### src/rtl/rx_ep_pkg.sv
package rx_ep_pkg;
  localparam int unsigned DW = 8;
  typedef logic [DW-1:0] byte_t;
endpackage

### src/rtl/rx_ep_mem.sv
module rx_ep_mem #(
  parameter int unsigned DEPTH = 64,
  localparam int unsigned AW = $clog2(DEPTH)
) (
  input  logic                 clk_i,
  input  logic                 we_i,
  input  logic [AW-1:0]        waddr_i,
  input  rx_ep_pkg::byte_t     wdata_i,
  input  logic [AW-1:0]        raddr_i,
  output rx_ep_pkg::byte_t     rdata_o
);
  rx_ep_pkg::byte_t mem_q [DEPTH];

  always_ff @(posedge clk_i) begin
    if (we_i) mem_q[waddr_i] <= wdata_i;
  end

  assign rdata_o = mem_q[raddr_i];
endmodule

### src/rtl/rx_ep_wr.sv
module rx_ep_wr #(
  parameter int unsigned AW = 6,
  parameter int unsigned CW = 7
) (
  input  logic          clk_i,
  input  logic          rst_ni,
  input  logic          wr_i,
  input  logic          eop_i,
  input  logic          accept_i,
  input  logic [CW-1:0] max_pkt_i,
  output logic          mem_we_o,
  output logic [AW-1:0] mem_waddr_o,
  output logic          push_o,
  output logic [CW-1:0] push_len_o
);
  logic          in_pkt_q, drop_q;
  logic [AW-1:0] wc_q;
  logic [CW-1:0] wlen_q;
  logic          start, drop, take;

  // admission is decided once, at the first event of a packet
  assign start       = (wr_i | eop_i) & ~in_pkt_q;
  assign drop        = start ? ~accept_i : drop_q;
  assign take        = wr_i & ~drop & (wlen_q < max_pkt_i);
  assign mem_we_o    = take;
  assign mem_waddr_o = wc_q + wlen_q[AW-1:0];
  assign push_o      = eop_i & ~drop;
  assign push_len_o  = wlen_q + CW'(take);

  always_ff @(posedge clk_i or negedge rst_ni) begin
    if (!rst_ni) begin
      in_pkt_q <= 1'b0;
      drop_q   <= 1'b0;
      wc_q     <= '0;
      wlen_q   <= '0;
    end else if (eop_i) begin
      in_pkt_q <= 1'b0;
      drop_q   <= 1'b0;
      wlen_q   <= '0;
      if (push_o) wc_q <= wc_q + push_len_o[AW-1:0];
    end else if (wr_i) begin
      in_pkt_q <= 1'b1;
      drop_q   <= drop;
      if (take) wlen_q <= wlen_q + 1'b1;
    end
  end


  trunc_chk: assert property (@(posedge clk_i) disable iff (!rst_ni)
    wlen_q <= max_pkt_i);

  refuse_no_push_chk: assert property (@(posedge clk_i) disable iff (!rst_ni)
    (in_pkt_q && drop_q) |-> !push_o);
endmodule

### src/rtl/rx_ep_q.sv
module rx_ep_q #(
  parameter int unsigned AW = 6,
  parameter int unsigned CW = 7
) (
  input  logic          clk_i,
  input  logic          rst_ni,
  input  logic          dbl_i,
  input  logic          auto_clr_i,
  input  logic [CW-1:0] max_pkt_i,
  input  logic          push_i,
  input  logic [CW-1:0] push_len_i,
  input  logic          rd_i,
  input  logic          clr_i,
  output logic [AW-1:0] raddr_o,
  output logic          rdy_o,
  output logic          full_o,
  output logic          accept_o,
  output logic [CW-1:0] cnt_o,
  output logic          irq_o,
  output logic          ack_o
);
  logic [1:0]    npkt_q;
  logic [AW-1:0] hs_q;
  logic [CW-1:0] rd_cnt_q, len0_q, len1_q;
  logic          rd_ok, auto_pop, pop, new_head;

  assign rdy_o    = npkt_q != 2'd0;
  assign full_o   = dbl_i ? (npkt_q == 2'd2) : (npkt_q == 2'd1);
  assign accept_o = ~full_o;
  assign cnt_o    = rdy_o ? len0_q : '0;
  assign raddr_o  = hs_q + rd_cnt_q[AW-1:0];

  assign rd_ok    = rd_i & rdy_o & (rd_cnt_q < len0_q);
  assign auto_pop = auto_clr_i & rd_ok & ((rd_cnt_q + 1'b1) == len0_q) & (len0_q == max_pkt_i);
  assign pop      = rdy_o & (clr_i | auto_pop);
  assign new_head = (push_i & ((npkt_q == 2'd0) | (pop & (npkt_q == 2'd1))))
                  | (pop & (npkt_q == 2'd2));

  always_ff @(posedge clk_i or negedge rst_ni) begin
    if (!rst_ni) begin
      npkt_q   <= '0;
      hs_q     <= '0;
      rd_cnt_q <= '0;
      len0_q   <= '0;
      len1_q   <= '0;
      irq_o    <= 1'b0;
      ack_o    <= 1'b0;
    end else begin
      irq_o <= new_head;
      ack_o <= pop;
      unique case ({push_i, pop})
        2'b10: begin
          if (npkt_q == 2'd0) len0_q <= push_len_i;
          else                len1_q <= push_len_i;
          npkt_q <= npkt_q + 2'd1;
        end
        2'b01: begin
          len0_q <= len1_q;
          npkt_q <= npkt_q - 2'd1;
        end
        2'b11: begin
          if (npkt_q == 2'd1) len0_q <= push_len_i;
          else begin
            len0_q <= len1_q;
            len1_q <= push_len_i;
          end
        end
        default: ;
      endcase
      if (pop) begin
        hs_q     <= hs_q + len0_q[AW-1:0];
        rd_cnt_q <= '0;
      end else if (rd_ok) begin
        rd_cnt_q <= rd_cnt_q + 1'b1;
      end
    end
  end


  full_needs_rdy_chk: assert property (@(posedge clk_i) disable iff (!rst_ni)
    full_o |-> rdy_o);

  no_overflow_chk: assert property (@(posedge clk_i) disable iff (!rst_ni)
    push_i |-> !full_o);

  ack_after_rdy_chk: assert property (@(posedge clk_i) disable iff (!rst_ni)
    ack_o |-> $past(rdy_o));

  irq_rdy_chk: assert property (@(posedge clk_i) disable iff (!rst_ni)
    irq_o |-> rdy_o);

  rd_bound_chk: assert property (@(posedge clk_i) disable iff (!rst_ni)
    rdy_o |-> (rd_cnt_q <= len0_q));
endmodule

### src/rtl/rx_ep_buf.sv
module rx_ep_buf #(
  parameter int unsigned DEPTH = 64,
  localparam int unsigned AW = $clog2(DEPTH),
  localparam int unsigned CW = AW + 1
) (
  input  logic             clk_i,
  input  logic             rst_ni,
  input  logic [CW-1:0]    max_pkt_i,
  input  logic             dbl_dis_i,
  input  logic             auto_clr_i,
  input  logic             usb_wr_i,
  input  logic [7:0]       usb_data_i,
  input  logic             usb_eop_i,
  output logic             usb_accept_o,
  input  logic             cpu_rd_i,
  input  logic             cpu_clr_i,
  output logic [7:0]       cpu_data_o,
  output logic [CW-1:0]    cpu_cnt_o,
  output logic             rdy_o,
  output logic             full_o,
  output logic             irq_o,
  output logic             ack_o,
  output logic             dbl_mode_o
);
  localparam logic [CW:0] DEPTH_W = (CW+1)'(DEPTH);

  logic          mem_we, push;
  logic [AW-1:0] waddr, raddr;
  logic [CW-1:0] push_len;
  logic [CW:0]   twice_max;

  assign twice_max  = {max_pkt_i, 1'b0};
  assign dbl_mode_o = ~dbl_dis_i & (twice_max <= DEPTH_W);

  rx_ep_wr #(.AW(AW), .CW(CW)) u_wr (
    .clk_i, .rst_ni,
    .wr_i(usb_wr_i), .eop_i(usb_eop_i), .accept_i(usb_accept_o),
    .max_pkt_i, .mem_we_o(mem_we), .mem_waddr_o(waddr),
    .push_o(push), .push_len_o(push_len)
  );

  rx_ep_q #(.AW(AW), .CW(CW)) u_q (
    .clk_i, .rst_ni,
    .dbl_i(dbl_mode_o), .auto_clr_i, .max_pkt_i,
    .push_i(push), .push_len_i(push_len),
    .rd_i(cpu_rd_i), .clr_i(cpu_clr_i),
    .raddr_o(raddr), .rdy_o, .full_o, .accept_o(usb_accept_o),
    .cnt_o(cpu_cnt_o), .irq_o, .ack_o
  );

  rx_ep_mem #(.DEPTH(DEPTH)) u_mem (
    .clk_i, .we_i(mem_we), .waddr_i(waddr), .wdata_i(usb_data_i),
    .raddr_i(raddr), .rdata_o(cpu_data_o)
  );
endmodule

### config.mk
export PLATFORM = sky130hd
export DESIGN_NAME = rx_ep_buf
export DESIGN_NICKNAME = d
export VERILOG_FILES = /design/src/rtl/rx_ep_pkg.sv /design/src/rtl/rx_ep_mem.sv /design/src/rtl/rx_ep_wr.sv /design/src/rtl/rx_ep_q.sv /design/src/rtl/rx_ep_buf.sv
export SDC_FILE = /design/constraint.sdc
export NUM_CORES = 1
export LEC_CHECK = 0
export ABC_AREA = 1
export BUFFER_PORTS_ARGS = -buffer_cell sky130_fd_sc_hd__buf_2
export CAP_MARGIN = 0
export CORE_UTILIZATION = 55
export CTS_CLUSTER_SIZE = 28
export DETAILED_ROUTE_END_ITERATION = 8
export GPL_TIMING_DRIVEN = 0
export PLACE_DENSITY_LB_ADDON = 0.1
export RECOVER_POWER = 25
export SKIP_CTS_REPAIR_TIMING = 1
export SLEW_MARGIN = 20
export SYNTH_ARGS = -nofsm -noshare
export SYNTH_HDL_FRONTEND = slang
export SYNTH_SLANG_ARGS = --single-unit
### constraint.sdc
create_clock -name clk_i -period 10.1 [get_ports clk_i]
set_clock_uncertainty 0.15 [all_clocks]
set_input_delay 0.505 -clock clk_i [delete_from_list [all_inputs] [get_ports clk_i]]
set_output_delay 0.505 -clock clk_i [all_outputs]
set_load 0.005 [all_outputs]
[Word level (Yosys, flattened, before mapping)]
Memories as Yosys holds them, arrays and structs flattened.
Cells that the tools add are included.
Operators by class
  eq/ne operators: 10
  $lt $le $gt $ge: 3
  bitwise gates (word level): 22
  reductions and logical operators: 12
  $add $sub $neg: 9
  mux-type cells: 21
Operators by type and width (count)
  7-bit 2-to-1 mux: 10
  6-bit adder: 4
  7-bit one-hot mux with 3 select lines: 1
  7-bit by 1-bit adder with 7-bit output, second input constant: 2
  1-bit bitwise AND: 14
  7-bit == test: 2
  7-bit < comparator: 2
  7-bit one-hot mux with 2 select lines: 1
  2-bit nonzero test: 6
  8-bit by 7-bit <= comparator with 1-bit output, second input constant: 1
  1-bit 2-to-1 mux: 8
  7-bit by 1-bit adder with 7-bit output: 1
  2-bit == test, second input constant: 3
  2-bit AND reduction: 3
  2-bit by 1-bit == test with 1-bit output, second input constant: 2
  2-bit != test, second input constant: 2
  1-bit inverter: 4
  1-bit bitwise OR: 4
  2-bit one-hot mux with 2 select lines: 1
  3-bit AND reduction: 1
  3-bit nonzero test: 1
  2-bit by 1-bit adder with 2-bit output, second input constant: 1
  2-bit zero test: 1
  2-bit by 1-bit != test with 1-bit output, second input constant: 1
  2-bit by 1-bit subtractor with 2-bit output, second input constant: 1
Storage, ports and cells
  output and inout port bits: 21
  flip-flop bits (word level): 46
  logic and storage cells: 89
  memories: 1
  bits in writable memories: 512
  input port bits: 23
Memories
  u_mem.mem_q: depth 64, bits a word 8, read ports 1, clocked after Yosys merged registers in 0, wr ports 1, line rx_ep_mem.sv:12  | rx_ep_pkg::byte_t mem_q [DEPTH];

[Depth between registers and ports, before layout]
Gate-level depths: netlist (run 1).
  depth after elaboration: 12
  mapped depth: 22
  mapped depth without buffers: 22

[Hierarchy]
From an unflattened synthesis (run 1), not the netlist that was laid out.
Unflattened totals
  cells, all modules: 2333
  area total of the unflattened synthesis: 25056.5 sq um
Modules (own cells, without submodules)
  rx_ep_mem: cells each 1797, sequential area each 15374.7 sq um, area each 21179.1 sq um, instances 1
  rx_ep_q: cells each 329, sequential area each 775.7 sq um, area each 2351.0 sq um, instances 1
  rx_ep_wr: cells each 201, sequential area each 375.4 sq um, area each 1495.2 sq um, instances 1
  rx_ep_buf: cells each 6, sequential area each 0.0 sq um, area each 31.3 sq um, instances 1

[Least setup slack after synthesis (run 1)]
OpenSTA, ideal clock, no wires.
  path type: input to register
  start: input max_pkt_i[4]
  end: register u_wr.wc_q[5]
  setup time: 126 ps
  arrival time: 3186 ps
  stages on the path: 20
  slack: 6639 ps
  required time: 9824 ps
  cells stage by stage: inv_1 > ha_1 > a21oi_1 > o21ai_0 > a21oi_1 > nand3_2 > inv_1 > ha_1 > ha_1 > xnor2_1 > inv_1 > ha_1 > a21oi_1 > nand2_1 > nand2_1 > nand2_1 > a21oi_1 > xor2_1 > nor2_1 > xor2_1
On the way
  cells in the longest elaborated chain, start to end: 9
Ends and longest elaborated chain
  start: declaration: line rx_ep_buf.sv:8  | input logic [CW-1:0] max_pkt_i,
  8-bit by 7-bit <= comparator with 1-bit output: line rx_ep_buf.sv:33  | assign dbl_mode_o = ~dbl_dis_i & (twice_max <= DEPTH_W);
  1-bit bitwise AND: line rx_ep_buf.sv:33
  1-bit 2-to-1 mux: line rx_ep_q.sv:28  | assign full_o = dbl_i ? (npkt_q == 2'd2) : (npkt_q == 2'd1);
  1-bit 2-to-1 mux: line rx_ep_wr.sv:23  | assign drop = start ? ~accept_i : drop_q;
  1-bit inverter: line rx_ep_wr.sv:24  | assign take = wr_i & ~drop & (wlen_q < max_pkt_i);
  1-bit bitwise AND: line rx_ep_wr.sv:24
  1-bit bitwise AND *: line rx_ep_wr.sv:24
  7-bit by 1-bit adder with 7-bit output *: line rx_ep_wr.sv:28  | assign push_len_o = wlen_q + CW'(take);
  via push_len[2]: line rx_ep_buf.sv:29  | logic [CW-1:0] push_len;
  6-bit adder *: line rx_ep_wr.sv:40  | if (push_o) wc_q <= wc_q + push_len_o[AW-1:0];
  end signal: assignment: line rx_ep_wr.sv:40
  end: declaration: line rx_ep_wr.sv:17  | logic [AW-1:0] wc_q;
The timed path passes the listed nets; every way through them passes the cells marked *.
A chain may end at the register's enable or synchronous reset.

[Worst setup path in the final report (run 1)]
  start: register u_q.rd_cnt_q[0]
  end: output cpu_data_o[1]
On the way
  cells in the longest elaborated chain, start to end: 2
Ends and longest elaborated chain
  start: declaration: line rx_ep_q.sv:24  | logic [CW-1:0] rd_cnt_q, len0_q, len1_q;
  start signal: assignment: line rx_ep_q.sv:74  | rd_cnt_q <= rd_cnt_q + 1'b1;
  6-bit adder: line rx_ep_q.sv:31  | assign raddr_o = hs_q + rd_cnt_q[AW-1:0];
  memory read 64 x 8 bit
  end: declaration: line rx_ep_buf.sv:17  | output logic [7:0] cpu_data_o,
No other way between the ends.

==> results of run 1 <==
logic make-up (layout without fill, tap and decap cells):
family                     after synthesis  in the layout  share of synthesized area [%]
xor gates and xnor gates                32             32                           1.23
adders and majority gates               47             47                           2.56
buffers and inverters                  190            334                           3.27
AOI/OAI and AO/OA                      480            480                           11.2
and+or+nand+nor                        790            790                           13.2
DFF                                    558            558                           68.6
worst paths after layout:
check                           startpoint              end  depth (start not counted)  slack, ps
max in group asynchronous           rst_ni   u_wr.wlen_q[1]                          2       9070
min in group asynchronous           rst_ni  u_q.rd_cnt_q[6]                          2        290
max reg2reg                 u_wr.wlen_q[4]     u_wr.wc_q[5]                         19       6050
min reg2reg                   u_wr.wc_q[5]     u_wr.wc_q[5]                          1        340
max                        u_q.rd_cnt_q[0]    cpu_data_o[1]                         14       4930
min                               usb_wr_i    u_wr.in_pkt_q                          3         30
layer usage:
metal	wire [um]	vias to the layer above	share of wire, %
met5	0	-	0
met4	2550	0	3.8
met3	6570	166	9.9
met2	30500	918	46
met1	27000	8262	41
li1	-	7716	-
cells in the mapped netlist (4+ instances only):
master / number
nand2_1: 294
o21ai_1: 17
o22ai_1: 99
xor2_1: 20
dfrtp_1: 46
ha_1: 43
nand2_2: 4
nand3_1: 107
edfxtp_1: 512
a21oi_1: 43
inv_2: 5
o21ai_2: 5
fa_1: 4
o21ai_0: 276
buf_2: 42
o221ai_1: 32
xnor2_1: 10
buf_1: 7
clkbuf_1: 59
nor2_1: 368
inv_1: 72
nand4_1: 5
final cells by class:
class / count / area share (%)
Timing Repair Buffer: 43 / 0.795
Clock inverter: 32 / 0.972
Clock buffer: 69 / 5.46
Sequential cell: 558 / 61.7
Inverter: 78 / 1.09
Buffer: 112 / 1.85
Multi-Input combinational cell: 1349 / 25.3
Tap cell: 585 / 2.73
flip-flops by register name, indices dropped and copies added, names as in the netlist, 2 cells and up:
| register | cells |
|---|---|
| u_q.len1_q | 7 |
| u_q.rd_cnt_q | 7 |
| u_q.hs_q | 6 |
| u_q.npkt_q | 2 |
| u_wr.wlen_q | 7 |
| u_q.len0_q | 7 |
| u_wr.wc_q | 6 |
| u_mem.mem_q | 512 |
power by group:
part	total (mW)	internal, mW	switching, mW
Clock	1.98	1.12	0.863
Combinational	4.57	1.26	3.31
Sequential	2.68	2.62	0.0597
Total	9.24	5.01	4.23
critical path, delay by kind of cell (launching register included):
family          cells  cell delay (ps)
simple gates        5              510
buf+inv             4             1480
compound gates      3              680
flops               1              450
fa+ha+maj           2              770
==> impl_metrics.tcl, run 1 <==
set metrics [dict create \
    place_area_um2 25100 \
    syn_to_final_growth_pct 11.1 \
    vias_per_cell 6.04 \
    cts_tree "built" \
    cp_max_fo 10 \
    synthFlopType "edfxtp_1" \
    pin_count 44 \
    met1_usage_pct 42.2 \
    die_y_um 211 \
    start_kind "flip-flop" \
    grt_max_degree 65 \
    antenna_left 0 \
    ys_types 39 \
    core_um2 43200 \
    path_cells "ha_1, fa_1, inv_1, clkbuf_1, clkbuf_1, o21ai_0, o22ai_1, nand2_1, nand3_1, nand2_1, o21ai_1, nand2_1, nand2_1, buf_2" \
    required_ps 9450 \
    final_cell_mix "edfxtp_1, nor2_1, nand2_1" \
    synthTopCellsByArea "edfxtp_1, nor2_1, o21ai_0" \
    post-route-util_pct 62.0 \
    rsz0062_at_grt "no" \
    hold_class "input pin to flip-flop" \
    vias 17100 \
    fillCellCount 3469 \
    drive_gt1_share_pct 7.99 \
    final_common_cell "edfxtp_1" \
    end_kind "output pin" \
    ir_drop_mv 0.169 \
    wirelength_um 66600 \
    firstDrtPassIters 6 \
    tightestPinTransition_ps 3560 \
    slowest_delay_ps 820 \
    final_nets 2267 \
    powerDensity_nw_per_um2 345 \
    min_period_ps 5170 \
    critical_path_class "flip-flop to output pin" \
    final.period_utilization_pct 51.2 \
    dpl_worst_slack_ps 5730 \
    finalSetupTns_ps 0 \
    grtUsageMet3_pct 6.13 \
    fmax_mhz 193 \
    cts.clk_slew.worst_paths_ps 60 \
    clock_latency_ps 610 \
    setup_viol 0 \
    multi_input_area_um2 6780 \
    synth.top_cell.area_share_pct 63.8 \
    clk_path_buf_depth 3 \
    insertedDiodeCount 0 \
    cpMostUsedCell "nand2_1" \
    status "finished, violations left" \
    htree_levels 2 \
    synth_fp_nets 2167 \
    drc_errors 0 \
    dp.final_hpwl_um 43300 \
    grt_pass1_wl_um 98900 \
    numCtsBuffers 55 \
    finalWeightedCongestion 1.03 \
    ff_latch_area_um2 16500 \
    yosysSeqAreaShare_pct 68.6 \
    syn_inst 2097 \
    place_inst 2724 \
    hold_viol_final 0 \
    violations "max-capacitance violations, max-slew violations" \
    drtIter0Drc 1941 \
    synth_area_um2 24100 \
    rows 76 \
    final.setup.worst_slack_ps 4930 \
    track_usage_pct 30.3 \
    cts-root-buf "clkbuf_16" \
    async_flop_share_pct 8.24 \
    stdcell_area_um2 26800 \
    dieArea_um2 44700 \
    drv_slew 520 \
    grtUsageMet2_pct 47.6 \
    hold_ws_ps 25.9 \
    die_w_um 211 \
    layoutNonFillerInstCount 2826 \
    synth.avg_cell_area_um2 11.5 \
    maxCapViolCount 8 \
    port_buffers 42 \
    grt_pass1_vias 16400 \
    yosysWarnings 0 \
    crit_slowest_cell "clkbuf_1" \
    ys_ff_latch 558 \
    gr-total-overflow 0 \
    cp_data_arrival_time_ps 4520 \
    wl_per_cell_um 23.6 \
    start_util_pct 55.8 \
    synth_top_area_cell "edfxtp_1" \
    p_leak_nw 9.45 \
    total_power_mw 9.24 \
    top_usage_layer "met2" \
    antenna_found_initial 0 \
    cts_sinks 558 \
    relSlewSlack_pct -137 \
    synth_edf_count 512 \
]
(Power assumes the default switching activity.)
==> inputs of run 2 (changes only) <==
clock period = 4.4 ns   (was 10.1 ns; I/O delays follow)
==> impl_metrics.tcl, run 2 (synthesized netlist as in run 1, its figures left out) <==
set metrics [dict create \
    dieArea_um2 44700 \
    min_period_ps 4290 \
    antenna_left 0 \
    clk_path_buf_depth 3 \
    relSlewSlack_pct -138 \
    wl_per_cell_um 23.6 \
    min_path_cells 5 \
    drtIter0Drc 1932 \
    rows 76 \
    cts.clk_slew.worst_paths_ps 60 \
    grt_max_degree 65 \
    die_y_um 211 \
    insertedDiodeCount 0 \
    place_area_um2 25100 \
    ir_drop_mv 0.393 \
    status "finished, violations left" \
    rsz0062_at_grt "yes" \
    final_cell_mix "edfxtp_1, nor2_1, nand2_1" \
    vias 17000 \
    grt_pass1_vias 16400 \
    start_kind "flip-flop" \
    r2r-end "u_wr.wc_q[5]" \
    final_nets 2270 \
    finalSetupTns_ps 0 \
    holdPathEnd "u_q.rd_cnt_q[1]" \
    rr_worst_depth 19 \
    fmax_mhz 233 \
    crit_start "u_q.rd_cnt_q[0]" \
    numCtsBuffers 55 \
    track_usage_pct 30.3 \
    hold_viol_final 4 \
    end_kind "output pin" \
    syn_to_final_growth_pct 11.4 \
    setup_viol 0 \
    required_ps 4030 \
    cp_max_fo 19 \
    cts_sinks 558 \
    min-delay-start "cpu_rd_i" \
    cts_tree "built" \
    cts-root-buf "clkbuf_16" \
    violations "negative hold slack, max-capacitance violations, max-slew violations" \
    dpl_worst_slack_ps 315 \
    finalWeightedCongestion 1.03 \
    crit_slowest_cell "buf_2" \
    final.setup.worst_slack_ps 108 \
    pin_count 44 \
    drc_errors 0 \
    port_buffers 42 \
    core_um2 43200 \
    r2r_slack_ps 340 \
    clock_latency_ps 620 \
    final.period_utilization_pct 97.5 \
    largest_reg_flops 512 \
    final_common_cell "edfxtp_1" \
    grt_pass1_wl_um 98900 \
    path_cells "ha_1, buf_4, inv_2, buf_2, buf_2, o21ai_0, o22ai_1, nand2_1, nand3_1, nand3_1, o21ai_1, nand2_1, nand2_1, buf_2" \
    firstDrtPassIters 8 \
    start_util_pct 55.8 \
    slowest_delay_ps 460 \
    stdcell_area_um2 26800 \
    drv_slew 520 \
    vias_per_cell 6.01 \
    antenna_found_initial 0 \
    powerDensity_nw_per_um2 792 \
    critical_path_class "flip-flop to output pin" \
    htree_levels 2 \
    fillCellCount 3468 \
    tightestPinTransition_ps 3570 \
    dp.final_hpwl_um 43300 \
    maxCapViolCount 8 \
    top_register "u_mem.mem_q" \
    die_w_um 211 \
    hold_ws_ps -6.76 \
    hold_class "input pin to flip-flop" \
    p_leak_nw 9.54 \
    timing.rr.start "u_wr.wlen_q[4]" \
    wirelength_um 66600 \
    cp_data_arrival_time_ps 3920 \
    crit_buf_inv 5 \
    crit_family "buffers and inverters" \
    gr-total-overflow 0 \
    drive_gt1_share_pct 9.00 \
]
[run 2: cell count changes in the layout (fill, tap and decap cells not counted)]
cell	change
clkbuf_4	+3
o22ai_2	+1
o22ai_1	-1
clkbuf_2	+21
buf_2	-2
dlygate4sd3_1	+4
clkbuf_1	-21
buf_1	-2
[run 2: layout make-up]
class | instances | area, um^2 | share of cell area (%)
tap | 585 | 732 | 2.73
clock buffer | 69 | 1460 | 5.44
sequential | 558 | 16500 | 61.6
inverter | 78 | 293 | 1.09
timing repair buffer | 47 | 253 | 0.942
multi-input combinational | 1349 | 6790 | 25.3
clock inverter | 32 | 260 | 0.970
buffer | 111 | 527 | 1.96
[run 2: how the worst max path moves through the flow]
stage                          endpoint  slack (ps)  depth (start not counted)
after CTS                 cpu_data_o[4]        -360                         14
after floorplan            u_wr.wc_q[5]        1060                         19
final                     cpu_data_o[3]         110                         14
after global routing      cpu_data_o[5]          10                         12
after detailed placement  cpu_data_o[4]         320                         14
after global placement    cpu_data_o[4]         370                         14
[run 2: worst register-to-register path, delay by kind of cell, from the launching register on]
kind / cells / cell delay (ps)
adders and majority gates: 4 / 1120
AOI/OAI and AO/OA: 5 / 800
and+or+nand+nor: 5 / 550
DFF: 1 / 520
buffers and inverters: 2 / 330
xor gates and xnor gates: 3 / 470
[run 2: metrics by stage]
stage / cells / hold WS (ps) / util, % / total power [mW]
after detailed placement: 2724 / 326 / 58.0 / 16.4
after floorplan: 2097 / -226 / - / 12.4
after CTS: 2825 / -322 / 62.0 / 20.9
after global routing: 2829 / 28.1 / 62.2 / 22.3
after global placement: 2724 / 318 / 58.0 / 16.2
final: 2829 / -6.76 / 62.2 / 21.3
[run 2: layer usage]
metal  part of all wire, %  global-route usage, %  vias up
met1                    41                   42.2     8246
li1                      -                      -     7722
met5                     0                      0        -
met4                   3.8                   11.0        0
met3                   9.5                   6.13      152
met2                    46                   47.6      874
[run 2: power breakdown]
part           switching, mW  internal (mW)  total [mW]
sequential             0.137           6.02        6.16
clock                   1.99           2.57        4.57
combinational           7.57           2.97        10.5
total                   9.70           11.6        21.3
